**src/rtl/tick_timer_pkg.sv**
```systemverilog
package tick_timer_pkg;
  localparam logic [7:0] OFF_LOAD  = 8'h00;
  localparam logic [7:0] OFF_COUNT = 8'h04;
  localparam logic [7:0] OFF_CTRL  = 8'h08;
  localparam logic [7:0] OFF_CLR   = 8'h0C;
  localparam logic [7:0] OFF_STAT  = 8'h10;
  localparam logic [7:0] OFF_GSTAT = 8'hA0;
  localparam logic [7:0] OFF_GCLR  = 8'hA4;
  localparam logic [7:0] OFF_GRAW  = 8'hA8;
  localparam logic [7:0] OFF_VER   = 8'hAC;

  typedef struct packed {
    logic mask;
    logic periodic;
    logic en;
  } ctrl_t;
endpackage

```
**src/rtl/tick_timer_regs.sv**
```systemverilog
module tick_timer_regs
  import tick_timer_pkg::*;
#(
  parameter int unsigned ADDR_W  = 8,
  parameter int unsigned DATA_W  = 32,
  parameter logic [31:0] VERSION = 32'h3230_312A
) (
  input  logic              clk_i,
  input  logic              rst_ni,
  input  logic              psel_i,
  input  logic              penable_i,
  input  logic              pwrite_i,
  input  logic [ADDR_W-1:0] paddr_i,
  input  logic [DATA_W-1:0] pwdata_i,
  output logic [DATA_W-1:0] prdata_o,
  input  logic [DATA_W-1:0] count_i,
  input  logic              raw_i,
  output ctrl_t             ctrl_o,
  output logic [DATA_W-1:0] load_o,
  output logic              start_o,
  output logic              stop_o,
  output logic              clr_o
);
  localparam int unsigned CTRL_W = $bits(ctrl_t);

  logic        acc, wr, rd;
  logic [7:0]  off;
  logic        masked;
  ctrl_t       ctrl_q;
  logic [DATA_W-1:0] load_q;

  assign off    = paddr_i[7:0];
  assign acc    = psel_i & penable_i;
  assign wr     = acc & pwrite_i;
  assign rd     = acc & ~pwrite_i;
  assign masked = raw_i & ~ctrl_q.mask;

  always_ff @(posedge clk_i or negedge rst_ni) begin
    if (!rst_ni) begin
      ctrl_q <= '0;
      load_q <= '0;
    end else if (wr) begin
      if (off == OFF_CTRL) ctrl_q <= ctrl_t'(pwdata_i[CTRL_W-1:0]);
      if (off == OFF_LOAD) load_q <= pwdata_i;
    end
  end

  // enable rising edge arms the first-tick load
  assign start_o = wr && (off == OFF_CTRL) && pwdata_i[0] && !ctrl_q.en;
  assign stop_o  = wr && (off == OFF_CTRL) && !pwdata_i[0];
  assign clr_o   = rd && ((off == OFF_CLR) || (off == OFF_GCLR));

  always_comb begin
    prdata_o = '0;
    unique case (off)
      OFF_LOAD:             prdata_o = load_q;
      OFF_COUNT:            prdata_o = count_i;
      OFF_CTRL:             prdata_o[CTRL_W-1:0] = ctrl_q;
      OFF_STAT, OFF_GSTAT:  prdata_o[0] = masked;
      OFF_GRAW:             prdata_o[0] = raw_i;
      OFF_VER:              prdata_o = DATA_W'(VERSION);
      default:              prdata_o = '0;
    endcase
  end

  assign ctrl_o = ctrl_q;
  assign load_o = load_q;
endmodule

```
**src/rtl/tick_timer_counter.sv**
```systemverilog
module tick_timer_counter #(
  parameter int unsigned DATA_W = 32
) (
  input  logic              clk_i,
  input  logic              rst_ni,
  input  logic              tick_i,
  input  logic              en_i,
  input  logic              periodic_i,
  input  logic [DATA_W-1:0] load_i,
  input  logic              start_i,
  input  logic              stop_i,
  input  logic              clr_i,
  output logic [DATA_W-1:0] count_o,
  output logic              pend_o,
  output logic              raw_o
);
  logic [DATA_W-1:0] cnt_q;
  logic              pend_q, raw_q;
  logic              step, wrap;

  assign step = en_i & tick_i;
  assign wrap = step & ~pend_q & (cnt_q == '0);

  always_ff @(posedge clk_i or negedge rst_ni) begin
    if (!rst_ni) begin
      cnt_q  <= '0;
      pend_q <= 1'b0;
    end else begin
      if (start_i)     pend_q <= 1'b1;
      else if (stop_i) pend_q <= 1'b0;
      if (step) begin
        if (pend_q) begin
          cnt_q  <= load_i;
          pend_q <= 1'b0;
        end else if (wrap) begin
          cnt_q <= periodic_i ? load_i : '1;
        end else begin
          cnt_q <= cnt_q - 1'b1;
        end
      end
    end
  end

  // set wins over a same-cycle clear
  always_ff @(posedge clk_i or negedge rst_ni) begin
    if (!rst_ni)    raw_q <= 1'b0;
    else if (wrap)  raw_q <= 1'b1;
    else if (clr_i) raw_q <= 1'b0;
  end

  assign count_o = cnt_q;
  assign pend_o  = pend_q;
  assign raw_o   = raw_q;
endmodule

```
**src/rtl/tick_timer.sv**
```systemverilog
module tick_timer
  import tick_timer_pkg::*;
#(
  parameter int unsigned ADDR_W  = 8,
  parameter int unsigned DATA_W  = 32,
  parameter logic [31:0] VERSION = 32'h3230_312A
) (
  input  logic              clk_i,
  input  logic              rst_ni,
  input  logic              psel_i,
  input  logic              penable_i,
  input  logic              pwrite_i,
  input  logic [ADDR_W-1:0] paddr_i,
  input  logic [DATA_W-1:0] pwdata_i,
  output logic [DATA_W-1:0] prdata_o,
  output logic              pready_o,
  output logic              pslverr_o,
  input  logic              tick_i,
  output logic              irq_o
);
  ctrl_t             ctrl;
  logic [DATA_W-1:0] load_q, count;
  logic              start, stop, clr_rd, raw, pend;
  logic              ctrl_en, ctrl_per, ctrl_mask;

  assign ctrl_en   = ctrl.en;
  assign ctrl_per  = ctrl.periodic;
  assign ctrl_mask = ctrl.mask;

  tick_timer_regs #(
    .ADDR_W (ADDR_W),
    .DATA_W (DATA_W),
    .VERSION(VERSION)
  ) u_regs (
    .clk_i    (clk_i),
    .rst_ni   (rst_ni),
    .psel_i   (psel_i),
    .penable_i(penable_i),
    .pwrite_i (pwrite_i),
    .paddr_i  (paddr_i),
    .pwdata_i (pwdata_i),
    .prdata_o (prdata_o),
    .count_i  (count),
    .raw_i    (raw),
    .ctrl_o   (ctrl),
    .load_o   (load_q),
    .start_o  (start),
    .stop_o   (stop),
    .clr_o    (clr_rd)
  );

  tick_timer_counter #(.DATA_W(DATA_W)) u_cnt (
    .clk_i     (clk_i),
    .rst_ni    (rst_ni),
    .tick_i    (tick_i),
    .en_i      (ctrl_en),
    .periodic_i(ctrl_per),
    .load_i    (load_q),
    .start_i   (start),
    .stop_i    (stop),
    .clr_i     (clr_rd),
    .count_o   (count),
    .pend_o    (pend),
    .raw_o     (raw)
  );

  assign irq_o     = raw & ~ctrl_mask;
  assign pready_o  = 1'b1;
  assign pslverr_o = 1'b0;
endmodule

```
**config.mk**
```make
export PLATFORM = sky130hd
export DESIGN_NAME = tick_timer
export DESIGN_NICKNAME = d
export VERILOG_FILES = /design/src/rtl/tick_timer_pkg.sv /design/src/rtl/tick_timer_regs.sv /design/src/rtl/tick_timer_counter.sv /design/src/rtl/tick_timer.sv
export SDC_FILE = /design/constraint.sdc
export NUM_CORES = 1
export LEC_CHECK = 0
export ABC_AREA = 1
export CORE_MARGIN = 5
export CORE_UTILIZATION = 40
export DETAILED_ROUTE_END_ITERATION = 10
export PLACE_DENSITY = 0.63
export SYNTH_ARGS = -nofsm -noshare
export SYNTH_HDL_FRONTEND = slang
export SYNTH_SLANG_ARGS = --single-unit
```
**constraint.sdc**
```tcl
create_clock -name clk_i -period 1.9 [get_ports clk_i]
set_input_delay 0.285 -clock clk_i [delete_from_list [all_inputs] [get_ports clk_i]]
set_output_delay 0.285 -clock clk_i [all_outputs]
set_load 0.05 [all_outputs]
```
# Word-level counts from Yosys, hierarchy flattened
# Index checks and enable logic that the tools add are counted.
dict set report totals {
  out_inout_bits 35
  reg_bits 69
  input_bits 46
  elab_cells 52
}
dict set report op_classes {
  muxes 12
  reduce_logical 14
  addsub 1
  n_bitwise 10
  eq_ne 8
}
# cell count
set op_table {}
lappend op_table {{$mux 32} 3}
lappend op_table {{$pmux 29 s3} 1}
lappend op_table {{$eq 8x8->1 const B} 4}
lappend op_table {{$logic_not 32->1} 1}
lappend op_table {{$sub 32x1->32 const B} 1}
lappend op_table {{$eq 8x4->1 const B} 2}
lappend op_table {{$eq 8x3->1 const B} 1}
lappend op_table {{$eq 8x5->1 const B} 1}
lappend op_table {{$logic_not 8->1} 1}
lappend op_table {{$pmux 2 s4} 1}
lappend op_table {{$and 1x1->1} 7}
lappend op_table {{$mux 1} 6}
lappend op_table {{$logic_and 1x1->1} 5}
lappend op_table {{$pmux 1 s5} 1}
lappend op_table {{$reduce_and 2->1} 2}
lappend op_table {{$not 1->1} 3}
lappend op_table {{$logic_not 1->1} 2}
lappend op_table {{$reduce_bool 2->1} 1}
lappend op_table {{$reduce_or 2->1} 1}
lappend op_table {{$logic_or 1x1->1} 1}

# Longest topological paths before layout
dict set report logic_depth {
  depth_word 8
  depth_mapped 12
  depth_no_buf 12
}

# Hierarchy
# A second synthesis with hierarchy kept.
dict set report hier_totals {
  cells_unflattened 738
  area_unflattened_um2 4992.3
}
# module instances cells_each seq_area_each_um2 area_per_inst_um2
set by_module_without_submodules {}
lappend by_module_without_submodules {tick_timer_counter 1 456 850.8 2925.3}
lappend by_module_without_submodules {tick_timer_regs 1 276 875.8 2034.5}
lappend by_module_without_submodules {tick_timer 1 6 0.0 32.5}

# Least setup slack after synthesis
# No wires, ideal clock.
dict set report synth_timing {
  path_type {input to output}
  from {input paddr_i[1]}
  to {output prdata_o[25]}
  required_time_ns 1.615
  arrival_ns 1.754
  setup_slack_ns -0.139
  stages 6
  path_buffers 1
  path_cell_list {nor2_2 nand3_1 inv_2 nand3_1 clkbuf_1 o221ai_1}
}
dict set report synth_via {
  elab_chain_cells 2
  elab_cells_between_ends 4
  cone_classes {2 x eq/ne; 1 x mux; 1 x reduce/logical}
}
# item line_no
set synth_rtl {}
lappend synth_rtl {{from (decl)} tick_timer.sv:13} ;# input logic [ADDR_W-1:0] paddr_i,
lappend synth_rtl {{$eq 8x8->1 (tied with other cells)} tick_timer_regs.sv:55} ;# unique case (off)
lappend synth_rtl {{$pmux 29 s3 (*)} tick_timer_regs.sv:55}
lappend synth_rtl {{to (decl)} tick_timer.sv:15} ;# output logic [DATA_W-1:0] prdata_o,
# Mark *: on every way between the ends. The rest lies on a longest branch, timed or not.

# Final worst setup path
dict set report layout_timing {
  from {input paddr_i[2]}
  to {output prdata_o[4]}
}
# Same word-level chain as after synthesis.

==> impl_metrics.toml <==
[status]
status = "finished, final reports clean"

[global_routing]
grt_overflow = 0
grtUsageTotal = 0.229
first_global_vias = 5081
antenna_found_initial = 0
grt_max_degree = 70
grt_pass1_wl_mm = 26.0

[layout]
area_growth_syn_to_layout_pct = 49.4
drive_gt1_frac = 0.232
insertedDiodeCount = 0
fin_nets = 850

[critical_path]
cp.required_ns = 1.62
start_kind = "input pin"
end_kind = "output port"
arrival_ns = 1.56
critPathKind = "in2out"
critical_path.max_fanout = 8

[floorplanning]
boundaryPins = 81
die_w_um = 118
start_util = 0.408
die_h_um = 118
rows = 39
die_area_um2 = 13900
coreArea_um2 = 11400

[synthesis]
yosysSeqAreaShare = 0.371
syn_avg_cell_area_um2 = 6.78
ys_warn_count = 0
synth_area_um2 = 4660
synth_seq_cells = 69
synthCells = 687
yosysUniqueCellTypes = 33
synth_nets = 734

[clock_network]
path_clk_slew_ns = 0.06
cts_tree = "built"
cts_buffers = 9
cts_root_buffer = "clkbuf_16"
htree_levels = 3
clk-insertion-delay-late_ns = 0.34
clockBufferDepth = 2
clock-sinks = 69

[timing]
holdWs_ns = 0.509
slew_viol_final = 0
setup_viol = 0
fin_crit_sh = 0.969
fin_skew_ns = 0.00663
max_freq_ghz = 0.543
hold_viol = 0
finalCriticalPeriod_ns = 1.84
fin_ws_ns = 0.0586

[place]
port_buffers = 78
place_congestion = 0.919
hpwl_mm = 11.1
dp_slack_ns = -0.274

[drt]
wl_mm = 15.6
vias = 5038
ant_nets = 0
first_pass_iters = 5
route.detailed.drc = 0
first_iter_violations = 368
routed_via_density = 5.30
wl_per_cell_um = 16.5

[min_path]
min_path_type = "reg2reg"

[power]
p_leak_uw = 0.00342
power_density_nw_per_um2 = 1040
peakVddDrop_uv = 452

[flow_run]
maxCapViolCount = 0
repair_timing:
item | in CTS | in global routing
setup buffers | 5 | 4
cloned | 3 | 0
setup endpoints to repair | 45 | 64
endpoints found under the hold margin | 4 | 0
hold buffers | 1 | 0
gates resized for setup | 74 | 31
pin swaps | 3 | 8
cells by family after synthesis:
logic type      Yosys count  share of synthesized area
compound gates           92                      0.114
flops                    69                      0.371
fa+ha+maj                 1                    0.00269
other cells               2                    0.00161
buf+inv                 115                      0.111
simple gates            399                      0.382
xor+xnor                  9                     0.0169
final cells by class:
type	count	area [um^2]
Sequential cell	69	1730
Tap cell	143	179
Inverter	86	327
Clock inverter	4	25.0
Fill cell	1017	4460
Clock buffer	11	243
Timing Repair Buffer	134	1660
Multi-Input combinational cell	503	2800
metrics by stage:
stage	instances	util	cell area [um^2]	TNS (ns)	total power [uW]
5_1_grt	950	0.610	6960	-0.128	7800
3_5_place_dp	924	0.542	6190	-11.27	5460
2_1_floorplan	687	-	4710	-2.94	4370
4_1_cts	948	0.606	6920	-0.200	7150
3_3_place_gp	924	0.542	6190	-8.33	5430
6_report	950	0.610	6960	0	7220
routing by layer:
| layer | vias up | GRT usage | routed length (um) |
|---|---|---|---|
| li1 | 2462 | - | - |
| met1 | 2385 | 0.306 | 6930 |
| met2 | 168 | 0.369 | 7560 |
| met3 | 23 | 0.0384 | 769 |
| met4 | 0 | 0.0882 | 376 |
| met5 | - | 0 | 0 |
cell usage in the layout, fill, tap and decap left out, drive strengths merged, types with 2 or more instances in the layout:
cell type | synthesis | final
conb | 2 | 2
nor2 | 107 | 107
clkinvlp | 0 | 2
nand3 | 86 | 86
o22ai | 19 | 19
inv | 85 | 85
dlygate4sd2 | 0 | 2
clkdlybuf4s50 | 0 | 36
clkbuf | 12 | 17
buf | 17 | 88
a21oi | 44 | 44
nor3 | 2 | 2
clkinv | 1 | 3
xor2 | 8 | 8
nand4 | 15 | 15
nand2 | 186 | 186
o221ai | 12 | 12
dfrtp | 69 | 69
o21ai | 16 | 16
worst max-delay path: stages:
cell and delay (ns):
dlygate4sd2_1 0.31, buf_4 0.20, nand3_4 0.16, buf_12 0.19, o22ai_1 0.22, buf_12 0.18
state kept, by name (all words and copies together) (netlist names):
register,flops
u_cnt.raw_o,1
u_regs.load_o,32
u_cnt.pend_o,1
u_cnt.count_o,32
u_regs.ctrl_o,3
final timing paths:
path / from / endpoint / slack [ns] / cells past startpoint
setup / recovery: paddr_i[2] / prdata_o[4] / 0.06 / 6
hold / removal: u_regs.load_o[2]$_DFFE_PN0P_ / u_regs.load_o[2]$_DFFE_PN0P_ / 0.51 / 2
setup reg to reg: u_cnt.count_o[23]$_DFFE_PN0P_ / u_cnt.count_o[30]$_DFFE_PN0P_ / 0.12 / 9
hold reg to reg: u_regs.load_o[2]$_DFFE_PN0P_ / u_regs.load_o[2]$_DFFE_PN0P_ / 0.51 / 2
max in group asynchronous: rst_ni / u_regs.load_o[26]$_DFFE_PN0P_ / 1.07 / 3
min in group asynchronous: rst_ni / u_cnt.count_o[1]$_DFFE_PN0P_ / 0.52 / 3
Yosys cell counts (all sizes together):
cell type / count / area, um^2
xnor2: 1 / 8.76
nor3b: 1 / 7.51
nor2: 107 / 499
buf: 17 / 150
inv: 85 / 319
a21oi: 44 / 220
nand2: 186 / 723
clkinv: 1 / 3.75
or2: 1 / 6.26
o221ai: 12 / 105
conb: 2 / 7.51
nand3: 86 / 435
xor2: 8 / 70.1
clkbuf: 12 / 45.0
nand4: 15 / 93.8
dfrtp: 69 / 1730
o21ai: 16 / 80.1
and2: 1 / 6.26
a221oi: 1 / 8.76
ha: 1 / 12.5
nor3: 2 / 10.0
o22ai: 19 / 119
report_power, final:
| part | internal (uW) | switching (uW) | total (uW) | leakage [uW] |
|---|---|---|---|---|
| Clock | 907 | 657 | 1560 | 0.000127 |
| Sequential | 1750 | 360 | 2110 | 0.000766 |
| Combinational | 1280 | 2270 | 3550 | 0.00252 |
Power figures use the tool's default switching activity.
